<file path="config.mk">
export PLATFORM = sky130hd
export DESIGN_NAME = bw_limit_top
export DESIGN_NICKNAME = d
export VERILOG_FILES = /design/src/rtl/bw_limit_pkg.sv /design/src/rtl/bw_limit_dp.sv /design/src/rtl/bw_limit_ctrl.sv /design/src/rtl/bw_limit_top.sv
export SDC_FILE = /design/constraint.sdc
export NUM_CORES = 1
export LEC_CHECK = 0
export ABC_AREA = 1
export CAP_MARGIN = 20
export CORE_AREA = 2 2 170 130
export DETAILED_ROUTE_END_ITERATION = 6
export DIE_AREA = 0 0 172 132
export GPL_ROUTABILITY_DRIVEN = 0
export HOLD_SLACK_MARGIN = 0.12
export PLACE_DENSITY = 0.69
export SLEW_MARGIN = 0
export SYNTH_ARGS = -nofsm -noshare
export SYNTH_HDL_FRONTEND = slang
export SYNTH_SLANG_ARGS = --single-unit
</file>
<file path="constraint.sdc">
create_clock -name clk -period 9.67 [get_ports clk]
set_input_delay 0.967 -clock clk [delete_from_list [all_inputs] [get_ports clk]]
set_output_delay 0.967 -clock clk [all_outputs]
set_load 0.01 [all_outputs]
</file>
<file path="src/rtl/bw_limit_pkg.sv">
package bw_limit_pkg;

  typedef enum logic [1:0] {
    OP_NONE = 2'd0,
    OP_SET  = 2'd1,
    OP_GET  = 2'd2,
    OP_RSVD = 2'd3
  } cmdOp_e;

  typedef enum logic [2:0] {
    ST_IDLE    = 3'd0,
    ST_OK      = 3'd1,
    ST_BAD_OP  = 3'd2,
    ST_BAD_ID  = 3'd3,
    ST_NO_ROOM = 3'd4
  } status_e;

  // strobes from control to datapath
  typedef struct packed {
    logic capture;   // latch ID and access type of an accepted command
    logic stageWr;   // load staging register from the port
    logic commit;    // store staged count and update running total
    logic readBack;  // copy stored count into staging register
  } dpStrobe_t;

  // check results from datapath to control
  typedef struct packed {
    logic belowMin;
    logic aboveMax;
    logic overSum;
  } dpFlags_t;

endpackage

</file>
<file path="src/rtl/bw_limit_dp.sv">
module bw_limit_dp
  import bw_limit_pkg::*;
#(
  parameter int NUM_RCID = 12,
  parameter int NUM_AT   = 2,
  parameter int CNT_W    = 8,
  parameter int MAX_RES  = 40,
  parameter int RCID_W   = 4,
  parameter int AT_W     = 1
) (
  input  logic              clk,
  input  logic              rstN,
  input  dpStrobe_t         strobe,
  input  logic [RCID_W-1:0] cmdRcid,
  input  logic [AT_W-1:0]   cmdAt,
  input  logic [CNT_W-1:0]  stageWrData,
  output logic [CNT_W-1:0]  stageData,
  output dpFlags_t          flags
);

  localparam int NUM_ENT = NUM_RCID * NUM_AT;
  localparam int SUM_W   = $clog2(MAX_RES + 1);
  localparam int CALC_W  = ((SUM_W > CNT_W) ? SUM_W : CNT_W) + 1;

  logic [RCID_W-1:0] rcidQ;
  logic [AT_W-1:0]   atQ;
  logic [CNT_W-1:0]  stageQ;
  logic [SUM_W-1:0]  sumQ;
  logic [CNT_W-1:0]  limitArr [NUM_RCID][NUM_AT];
  logic [NUM_ENT-1:0] weVec;
  logic [CNT_W-1:0]  oldVal;
  logic [CALC_W-1:0] candSum;

  always_ff @(posedge clk) begin
    if (!rstN) begin
      rcidQ <= '0;
      atQ   <= '0;
    end else if (strobe.capture) begin
      rcidQ <= cmdRcid;
      atQ   <= cmdAt;
    end
  end

  // per-entry write enables
  for (genvar r = 0; r < NUM_RCID; r++) begin : g_id
    for (genvar a = 0; a < NUM_AT; a++) begin : g_at
      assign weVec[r*NUM_AT + a] = strobe.commit &&
                                   (rcidQ == RCID_W'(r)) && (atQ == AT_W'(a));
    end
  end

  always_ff @(posedge clk) begin
    for (int r = 0; r < NUM_RCID; r++) begin
      for (int a = 0; a < NUM_AT; a++) begin
        if (!rstN)
          limitArr[r][a] <= '0;
        else if (weVec[r*NUM_AT + a])
          limitArr[r][a] <= stageQ;
      end
    end
  end

  // lookup of the addressed entry; an unimplemented ID reads as zero
  always_comb begin
    oldVal = '0;
    for (int r = 0; r < NUM_RCID; r++) begin
      for (int a = 0; a < NUM_AT; a++) begin
        if ((rcidQ == RCID_W'(r)) && (atQ == AT_W'(a)))
          oldVal = limitArr[r][a];
      end
    end
  end

  assign candSum = CALC_W'(sumQ) - CALC_W'(oldVal) + CALC_W'(stageQ);

  assign flags.belowMin = (stageQ == '0);
  assign flags.aboveMax = (CALC_W'(stageQ) > CALC_W'(MAX_RES));
  assign flags.overSum  = (candSum > CALC_W'(MAX_RES));

  always_ff @(posedge clk) begin
    if (!rstN)
      sumQ <= '0;
    else if (strobe.commit)
      sumQ <= SUM_W'(candSum);
  end

  always_ff @(posedge clk) begin
    if (!rstN)
      stageQ <= '0;
    else if (strobe.stageWr)
      stageQ <= stageWrData;
    else if (strobe.readBack)
      stageQ <= oldVal;
  end

  assign stageData = stageQ;

  // running total never leaves the budget
  p_sum_cap_r5: assert property (@(posedge clk) disable iff (!rstN)
    sumQ <= SUM_W'(MAX_RES));

  // total moves only on a commit
  p_sum_hold_r4: assert property (@(posedge clk) disable iff (!rstN)
    !strobe.commit |=> $stable(sumQ));

  // staging register moves only on a port write or read-back
  p_stage_hold_r10: assert property (@(posedge clk) disable iff (!rstN)
    (!strobe.stageWr && !strobe.readBack) |=> $stable(stageQ));

endmodule

</file>
<file path="src/rtl/bw_limit_ctrl.sv">
module bw_limit_ctrl
  import bw_limit_pkg::*;
#(
  parameter int NUM_RCID = 12,
  parameter int RCID_W   = 4
) (
  input  logic              clk,
  input  logic              rstN,
  input  logic              cmdValid,
  input  logic [1:0]        cmdOp,
  input  logic [RCID_W-1:0] cmdRcid,
  input  logic              stageWrEn,
  input  dpFlags_t          flags,
  output dpStrobe_t         strobe,
  output logic              busy,
  output logic [2:0]        status
);

  typedef enum logic {S_IDLE, S_EXEC} state_e;

  state_e  state;
  cmdOp_e  opQ;
  logic    idOkQ;
  status_e statusQ;
  status_e nextStatus;
  logic    accept;
  logic    doCommit;
  logic    doRead;

  assign accept = cmdValid && (state == S_IDLE);

  always_ff @(posedge clk) begin
    if (!rstN) begin
      state <= S_IDLE;
      opQ   <= OP_NONE;
      idOkQ <= 1'b0;
    end else begin
      case (state)
        S_IDLE: if (accept) begin
          state <= S_EXEC;
          opQ   <= cmdOp_e'(cmdOp);
          idOkQ <= ({1'b0, cmdRcid} < (RCID_W+1)'(NUM_RCID));
        end
        default: state <= S_IDLE;
      endcase
    end
  end

  // decision: ID first, then operation, then range, then budget
  always_comb begin
    nextStatus = statusQ;
    doCommit   = 1'b0;
    doRead     = 1'b0;
    if (state == S_EXEC) begin
      if (!idOkQ) begin
        nextStatus = ST_BAD_ID;
      end else begin
        case (opQ)
          OP_SET: begin
            if (flags.belowMin || flags.aboveMax)
              nextStatus = ST_BAD_OP;
            else if (flags.overSum)
              nextStatus = ST_NO_ROOM;
            else begin
              nextStatus = ST_OK;
              doCommit   = 1'b1;
            end
          end
          OP_GET: begin
            nextStatus = ST_OK;
            doRead     = 1'b1;
          end
          default: nextStatus = ST_BAD_OP;
        endcase
      end
    end
  end

  always_ff @(posedge clk) begin
    if (!rstN) statusQ <= ST_IDLE;
    else       statusQ <= nextStatus;
  end

  assign strobe.capture  = accept;
  assign strobe.stageWr  = stageWrEn && (state == S_IDLE);
  assign strobe.commit   = doCommit;
  assign strobe.readBack = doRead;
  assign busy            = (state == S_EXEC);
  assign status          = statusQ;

  // busy lasts one cycle
  p_one_exec_r2: assert property (@(posedge clk) disable iff (!rstN)
    busy |=> !busy);

  // a finished command always leaves a non-idle result
  p_status_done_r2: assert property (@(posedge clk) disable iff (!rstN)
    busy |=> (status != 3'd0));

  // commits only with a count inside the range
  p_commit_range_r4: assert property (@(posedge clk) disable iff (!rstN)
    strobe.commit |-> (!flags.belowMin && !flags.aboveMax));

  // commits only when the budget allows
  p_commit_room_r5: assert property (@(posedge clk) disable iff (!rstN)
    strobe.commit |-> !flags.overSum);

  // commit and read-back never coincide
  p_one_action_r7: assert property (@(posedge clk) disable iff (!rstN)
    $onehot0({strobe.commit, strobe.readBack, strobe.stageWr}));

endmodule

</file>
<file path="src/rtl/bw_limit_top.sv">
module bw_limit_top
  import bw_limit_pkg::*;
#(
  parameter int NUM_RCID = 12,
  parameter int NUM_AT   = 2,
  parameter int CNT_W    = 8,
  parameter int MAX_RES  = 40,
  parameter int RCID_W   = 4,
  parameter int AT_W     = 1
) (
  input  logic              clk,
  input  logic              rstN,
  input  logic              cmdValid,
  input  logic [1:0]        cmdOp,
  input  logic [RCID_W-1:0] cmdRcid,
  input  logic [AT_W-1:0]   cmdAt,
  input  logic              stageWrEn,
  input  logic [CNT_W-1:0]  stageWrData,
  output logic [CNT_W-1:0]  stageData,
  output logic              busy,
  output logic [2:0]        status
);

  dpStrobe_t strobe;
  dpFlags_t  flags;

  bw_limit_ctrl #(
    .NUM_RCID (NUM_RCID),
    .RCID_W   (RCID_W)
  ) u_ctrl (
    .clk       (clk),
    .rstN      (rstN),
    .cmdValid  (cmdValid),
    .cmdOp     (cmdOp),
    .cmdRcid   (cmdRcid),
    .stageWrEn (stageWrEn),
    .flags     (flags),
    .strobe    (strobe),
    .busy      (busy),
    .status    (status)
  );

  bw_limit_dp #(
    .NUM_RCID (NUM_RCID),
    .NUM_AT   (NUM_AT),
    .CNT_W    (CNT_W),
    .MAX_RES  (MAX_RES),
    .RCID_W   (RCID_W),
    .AT_W     (AT_W)
  ) u_dp (
    .clk         (clk),
    .rstN        (rstN),
    .strobe      (strobe),
    .cmdRcid     (cmdRcid),
    .cmdAt       (cmdAt),
    .stageWrData (stageWrData),
    .stageData   (stageData),
    .flags       (flags)
  );

endmodule

</file>
==> out/qor.csv, run 1 <==
stage,metric,value,unit
outcome,status,finished clean,
power_and_ir_drop,leakage dissipation,4.70,nW
clock_network,CTS tree,yes,
global_routing,total gr overflow,0,
final_layout,# fillers,1841,
drt,initial DRC count,905,
global_routing,pin count of the biggest net entering global routing,64,
place,pre-CTS setup slack,2.99,ns
yosys,most common flop cell mapped by yosys,edfxtp_1,
clock_network,Clock Latency Late Sink,0.51,ns
setup_path,Setup CP Type,reg -> reg,
timing,"crit path setup slack, layout",2.86,ns
power_and_ir_drop,Seq pwr share,47.2,%
clock_network,clock sink count,218,
clock_network,Clock transition at path regs,0.07,ns
clock_network,Post-CTS Resized,0,
timing,Slew HR,30.0,%
timing,Fmax,147,MHz
global_routing,initial antenna violation count,0,
yosys,Mean Syn Cell Area,9.75,um2
drt,Detailed Routing Iterations Pass 1,5,
global_routing,GR Util All Layers,22.5,%
yosys,"Distinct cells, synth",37,
setup_path,"Top cell by count, worst path",nand2_1,
drt,post-route ant nets,0,
clock_network,post-cts hold buffer count,0,
timing,"Slew Viols, Final",0,
yosys,Yosys reg bits,218,
setup_path,critical path's top delay family,simple AND/OR/NAND/NOR gates,
power_and_ir_drop,internal power,0.00170,W
floorplanning,Die W,172,um
setup_path,Setup crit end kind,flop,
floorplanning,Boundary Pins,31,
drt,DRC viols,0,
yosys,dominant cells by area after synthesis,"edfxtp_1 55%, nor2_1 6.7%, nand2_1 6.6%",
drt,Vias/cell,5.27,
setup_path,crit start category,flop,
timing,final hold violation count,0,
setup_path,Worst Path Buf+Inv,3,
clock_network,Num CTS Buffers,22,
drt,final wirelength,25100,um
global_routing,global-route wire length before repair,39600,um
global_routing,number of global-route vias before repair,7258,
setup_path,WP data required,9.84,ns
yosys,"Seq/Total Area, Yosys",60.4,%
final_layout,area delta synth->final,15.8,%
setup_path,Slowest cell on crit path,inv_2,
timing,RSZ-0062 raised after global routing,false,
timing,Worst-Margin Slew,1.04,ns
final_layout,Antenna Cells,0,
yosys,Cells after Synth,1067,
place,Placed Area,11200,um2
clock_network,H-tree depth,1,
drt,WL per Instance,17.2,um
floorplanning,starting density of the core,49.7,%
drt,vias,7706,
setup_path,Max Fanout on Critical Path,33,
yosys,Synth Warn #,0,
power_and_ir_drop,P_sw,0.000582,W
power_and_ir_drop,Peak supply drop,0.169,mV
timing,Final min period,6.81,ns
timing,Clock Skews,0.00970,ns
final_layout,layout cell share with drive strength beyond 1,13.1,%
place,HPWL Detailed,17000,um
final_layout,nets,1198,
clock_network,Root Buffer,clkbuf_16,
power_and_ir_drop,Comb pwr share,12.8,%
yosys,synthesized area,10400,um2
final_layout,final instance area,12000,um2
setup_path,WP data arrival,6.98,ns
place,IO buf count,30,
timing,Setup TNS,0,ns
timing,endpoints failing setup,0,
job,max_cap viols,0,
power_and_ir_drop,clock network fraction of design power,40.0,%
timing,period utilisation layout,70.4,%
yosys,fraction of registers with async set/reset,0,%
floorplanning,Placeable Area,21000,um2
clock_network,Max Root-Sink Buffers,3,
setup_path,Worst path max stage delay,0.80,ns
floorplanning,row count,46,
power_and_ir_drop,pwr dens,189,nW/um2
yosys,Yosys top cell by area,edfxtp_1,
floorplanning,Die ar.,22700,um2
clock_network,setup bufs post-CTS,0,
floorplanning,Die Y,132,um
yosys,top cell type's share of synthesized area,55.4,%
power_and_ir_drop,switching portion of total power,25.5,%
min_path,hold crit path type,reg -> reg,
yosys,number of synthesized flops with an enable pin,192,
[routing by layer]
layer / GRT usage [%] / vias up / wire [um]
met5: 0 / - / 0
met4: 4.86 / 0 / 467
met3: 3.60 / 33 / 2130
met2: 32.9 / 324 / 10800
met1: 35.3 / 3617 / 11700
li1: - / 3732 / -
[layout by cell type, fill, tap and decap left out, drive strengths merged, types with 29 or more instances in the layout]
master / synthesis / layout
inv: 157 / 159
o22ai: 54 / 54
nand3: 56 / 56
edfxtp: 192 / 192
o21ai: 50 / 50
clkbuf: 23 / 32
nor2: 194 / 194
nand2: 187 / 187
clkdlybuf4s50: 0 / 29
conb: 1 / 48
nand4: 32 / 32
[worst reg2reg max path: cells and delay by family, from the launching register on]
kind | cells | cell delay [ns]
buf+inv | 3 | 0.95
compound gates | 3 | 0.56
fa+ha+maj | 2 | 0.96
xor+xnor | 1 | 0.19
flops | 1 | 0.35
simple gates | 28 | 3.49
[cell families (layout without fill, tap and decap cells)]
family | count (synthesis) | after routing | synth area share (%)
other cells | 1 | 48 | 0.0360
simple gates | 474 | 474 | 20.4
compound gates | 150 | 150 | 8.53
buf+inv | 199 | 260 | 7.40
fa+ha+maj | 19 | 19 | 2.72
xor+xnor | 6 | 6 | 0.505
flops | 218 | 218 | 60.4
[Yosys cell counts (5+ instances only)]
master and instances:
edfxtp_1 192, nor2_1 185, nand2_1 184, inv_1 107
o22ai_1 54, inv_2 50, o21ai_0 50, nand3_1 34
nand4_1 32, a21oi_1 27, dfxtp_1 26, clkbuf_1 23
nand3_2 21, ha_1 13, a22o_1 12, buf_2 6
fa_1 6, nor2_2 6, clkinv_1 5, xor2_1 5
[power groups by stage]
stage | Combinational [W] | Sequential (W) | Clock, W
2_1_floorplan | 0.000200 | 0.00109 | 0
3_3_place_gp | 0.000277 | 0.00110 | 0
3_5_place_dp | 0.000283 | 0.00110 | 0
4_1_cts | 0.000285 | 0.00108 | 0.000923
5_1_grt | 0.000327 | 0.00108 | 0.000961
6_report | 0.000292 | 0.00108 | 0.000912
[registers in the layout, indices dropped and copies added (netlist names)]
name / flops
u_ctrl.busy: 1
u_ctrl.idOkQ: 1
u_ctrl.opQ: 2
u_ctrl.status: 3
u_dp.atQ: 1
u_dp.limitArr: 192
u_dp.rcidQ: 4
u_dp.stageData: 8
u_dp.sumQ: 6
[path summary, 6_finish.rpt]
kind	from	endpoint	slack, ns	depth (start not counted)
min	u_ctrl.status[2]$_SDFFE_PN0P_	u_ctrl.status[2]$_SDFFE_PN0P_	0.46	2
max	u_dp.rcidQ[3]$_SDFFE_PN0P_	u_dp.limitArr[0][36]$_SDFFCE_PN0P_	2.86	37
min reg2reg	u_ctrl.status[2]$_SDFFE_PN0P_	u_ctrl.status[2]$_SDFFE_PN0P_	0.46	2
max reg2reg	u_dp.rcidQ[3]$_SDFFE_PN0P_	u_dp.limitArr[0][36]$_SDFFCE_PN0P_	2.86	37
[metrics by stage]
step / power [W] / hold slack, ns / std cells / util, %
detailed placement: 0.00138 / 0.463 / 1406 / 53.4
floorplan: 0.00129 / 0.452 / 1114 / -
global route: 0.00237 / 0.489 / 1463 / 57.5
CTS: 0.00229 / 0.473 / 1445 / 57.0
global placement: 0.00137 / 0.455 / 1402 / 53.1
finish: 0.00228 / 0.465 / 1463 / 57.5
[layout make-up]
cell class	count	area, um2	area share, %
clock inverters	16	196	1.63
well taps	288	360	2.99
inverters	162	608	5.05
multi-input cells	697	3520	29.3
flip-flops and latches	218	6290	52.2
clock buffers	23	576	4.78
repair buffers	59	493	4.09
Power figures use the tool's default switching activity.
==> inputs of run 2 (changes only) <==
clock period = 6.4 ns   (was 9.67 ns; I/O delays follow)
==> run 2 against run 1 <==
Compared with the run above:
- total power up 50%
- sequential power up 51%
- global-route usage up 0.84 points
- utilization up 0.47 points
- hold slack better by 0.0062 ns
- register-to-register slack worse by 2.3 ns
- cell count up 0.62%
- non-clock buffer count up 7
- clock skew about the same
- highest routed layer unchanged
==> out/qor.csv, run 2 (synthesized netlist as in run 1, its figures left out) <==
stage,metric,value,unit,change
floorplanning,starting density of the core,49.7,%,unchanged
place,Placed Area,11300,um2,+1.5%
final_layout,nets,1206,,+0.67%
floorplanning,Placeable Area,21000,um2,unchanged
timing,Setup TNS,0,ns,unchanged
final_layout,layout cell share with drive strength beyond 1,13.9,%,+0.74 points
final_layout,# fillers,1853,,+0.65%
job,max_cap viols,0,,unchanged
min_path,WHS Endpoint,u_ctrl.status[2]$_SDFFE_PN0P_,,
setup_path,Setup CP Type,reg -> reg,,
final_layout,"most common cell after layout, fill and taps aside",edfxtp_1,,
final_layout,area delta synth->final,16.7,%,
timing,RSZ-0062 raised after global routing,false,,
power_and_ir_drop,switching portion of total power,25.4,%,-0.072 points
place,pre-CTS setup slack,0.197,ns,-2.80 ns
power_and_ir_drop,internal power,0.00254,W,+50%
setup_path,WP data required,6.62,ns,-3.22 ns
global_routing,number of global-route vias before repair,7454,,+2.7%
drt,final wirelength,26200,um,+4.3%
floorplanning,row count,46,,unchanged
power_and_ir_drop,Comb pwr share,13.1,%,+0.3 points
clock_network,H-tree depth,1,,unchanged
drt,Vias/cell,5.34,,+1.4%
final_layout,most frequent cells in the layout,"192 x edfxtp_1, 184 x nor2_1, 183 x nand2_1, 107 x inv_1, 54 x o22ai_1",,
clock_network,CTS tree,yes,,
timing,Slew HR,46.4,%,+16 points
setup_path,"Top cell by count, worst path",nand2_1,,
timing,Clock Skews,0.00921,ns,-0.000491 ns
setup_path,reg2reg end,u_dp.limitArr[1][55]$_SDFFCE_PN0P_,,
setup_path,critical path's top delay family,simple AND/OR/NAND/NOR gates,,
timing,period utilisation layout,91.8,%,+21 points
setup_path,Worst Path Buf+Inv,5,,+2
clock_network,Root Buffer,clkbuf_16,,
clock_network,Clock Latency Late Sink,0.51,ns,about the same
drt,vias,7859,,+2.0%
global_routing,GR Util All Layers,23.3,%,+0.84 points
setup_path,worst r2r path cells,38,,+2.7%
floorplanning,Die Y,132,um,unchanged
place,IO buf count,30,,unchanged
place,HPWL Detailed,17400,um,+2.3%
setup_path,Slowest cell on crit path,fa_1,,
min_path,Worst Hold Launch,u_ctrl.status[2]$_SDFFE_PN0P_,,
power_and_ir_drop,P_sw,0.000868,W,+49%
setup_path,Setup crit end kind,flop,,
timing,"Slew Viols, Final",0,,unchanged
setup_path,Max Fanout on Critical Path,16,,-52%
timing,Final min period,5.88,ns,-0.935 ns
drt,DRC viols,0,,unchanged
timing,final hold violation count,0,,unchanged
power_and_ir_drop,pwr dens,281,nW/um2,+48%
global_routing,total gr overflow,0,,unchanged
global_routing,initial antenna violation count,0,,unchanged
power_and_ir_drop,clock network fraction of design power,39.1,%,-0.9 points
global_routing,global-route wire length before repair,41200,um,+4.0%
clock_network,Num CTS Buffers,22,,unchanged
place,Post-Place Cells,1430,,+1.7%
timing,Fmax,170,MHz,+16%
outcome,status,finished clean,,
global_routing,pin count of the biggest net entering global routing,64,,unchanged
final_layout,final instance area,12100,um2,+0.82%
floorplanning,Die ar.,22700,um2,unchanged
floorplanning,Boundary Pins,31,,unchanged
min_path,hold crit path type,reg -> reg,,
floorplanning,Die W,172,um,unchanged
clock_network,post-cts hold buffer count,0,,unchanged
drt,WL per Instance,17.8,um,+3.6%
clock_network,Clock transition at path regs,0.06,ns,about the same
setup_path,Worst R2R Setup Slack,0.52,ns,-2.33 ns
drt,post-route ant nets,0,,unchanged
power_and_ir_drop,Seq pwr share,47.8,%,+0.6 points
power_and_ir_drop,Peak supply drop,0.195,mV,+16%
setup_path,crit start category,flop,,
final_layout,max reg flops,192,,unchanged
setup_path,worst r2r src,u_dp.rcidQ[1]$_SDFFE_PN0P_,,
timing,Worst-Margin Slew,0.803,ns,-0.241 ns
setup_path,Worst path max stage delay,0.44,ns,-0.36 ns
final_layout,final std cells w/o fill,1472,,+0.62%
timing,"crit path setup slack, layout",0.525,ns,-2.33 ns
drt,Detailed Routing Iterations Pass 1,6,,+1
timing,endpoints failing setup,0,,unchanged
min_path,WHS Path Cells,2,,unchanged
setup_path,WP data arrival,6.09,ns,-0.89 ns
drt,initial DRC count,813,,-10%
power_and_ir_drop,leakage dissipation,4.74,nW,+0.82%
final_layout,Antenna Cells,0,,unchanged
clock_network,Max Root-Sink Buffers,3,,unchanged
clock_network,clock sink count,218,,unchanged
final_layout,Largest Register,u_dp.limitArr,,
-- run 2: cell types whose count changed in the layout (fill, tap and decap cells not counted), sizes merged --
cell | before | now
clkbuf | 32 | 31
inv | 159 | 157
buf | 21 | 37
clkinvlp | 2 | 1
nor2 | 194 | 195
clkinv | 13 | 12
bufinv | 4 | 1
-- run 2: per-layer routing --
layer	up-vias	wire [um]	global-route usage [%]	part of all wire, %
li1	3754	-	-	-
met1	3752	12500	37.1	48
met2	320	11100	33.6	42
met3	33	2230	3.69	8.5
met4	0	464	5.04	1.8
met5	-	0	0	0
-- run 2: layout make-up --
type	instances	area (um2)	area share, %
well taps	288	360	2.97
clock inverters	9	70.1	0.577
multi-input cells	698	3540	29.2
repair buffers	66	578	4.76
inverters	162	616	5.07
clock buffers	31	689	5.68
flip-flops and latches	218	6290	51.8
-- run 2: worst max path at each step --
stage	end	startpoint	cells after the start
floorplan	u_dp.limitArr[0][40]$_SDFFCE_PN0P_	u_dp.rcidQ[1]$_SDFFE_PN0P_	35
global placement	u_dp.limitArr[1][56]$_SDFFCE_PN0P_	u_dp.rcidQ[3]$_SDFFE_PN0P_	39
detailed placement	u_dp.limitArr[2][48]$_SDFFCE_PN0P_	u_dp.rcidQ[2]$_SDFFE_PN0P_	38
CTS	u_dp.limitArr[2][48]$_SDFFCE_PN0P_	u_dp.rcidQ[2]$_SDFFE_PN0P_	38
global route	u_dp.limitArr[2][48]$_SDFFCE_PN0P_	u_dp.rcidQ[0]$_SDFFE_PN0P_	44
finish	u_dp.limitArr[1][55]$_SDFFCE_PN0P_	u_dp.rcidQ[1]$_SDFFE_PN0P_	38
-- run 2: timing repair --
item | 4_1_cts | 5_1_grt
setup buffers | 0 | 1
resized for setup | 0 | 14
setup endpoints to repair | 0 | 278
-- run 2: power groups by stage --
| stage | Clock [W] | Combinational, W | Sequential (W) |
|---|---|---|---|
| finish | 0.00133 | 0.000448 | 0.00163 |
| global route | 0.00140 | 0.000500 | 0.00163 |
| CTS | 0.00134 | 0.000440 | 0.00163 |
| detailed placement | 0 | 0.000438 | 0.00166 |
| global placement | 0 | 0.000434 | 0.00166 |
| floorplan | 0 | 0.000302 | 0.00165 |
-- run 2: metrics by stage --
stage / hold slack [ns] / total power [W] / utilization [%]
6_report: 0.471 / 0.00341 / 58.0
5_1_grt: 0.510 / 0.00353 / 58.0
4_1_cts: 0.474 / 0.00341 / 57.8
3_5_place_dp: 0.464 / 0.00210 / 54.2
3_3_place_gp: 0.458 / 0.00209 / 54.2
2_1_floorplan: 0.452 / 0.00195 / -
-- run 2: worst register-to-register path, delay by kind of cell, from the launching register on --
| family | cells | cell delay, ns |
|---|---|---|
| and+or+nand+nor | 25 | 2.56 |
| buffers and inverters | 5 | 0.77 |
| adders and majority gates | 2 | 0.80 |
| AOI/OAI and AO/OA | 6 | 1.05 |
| DFF | 1 | 0.40 |
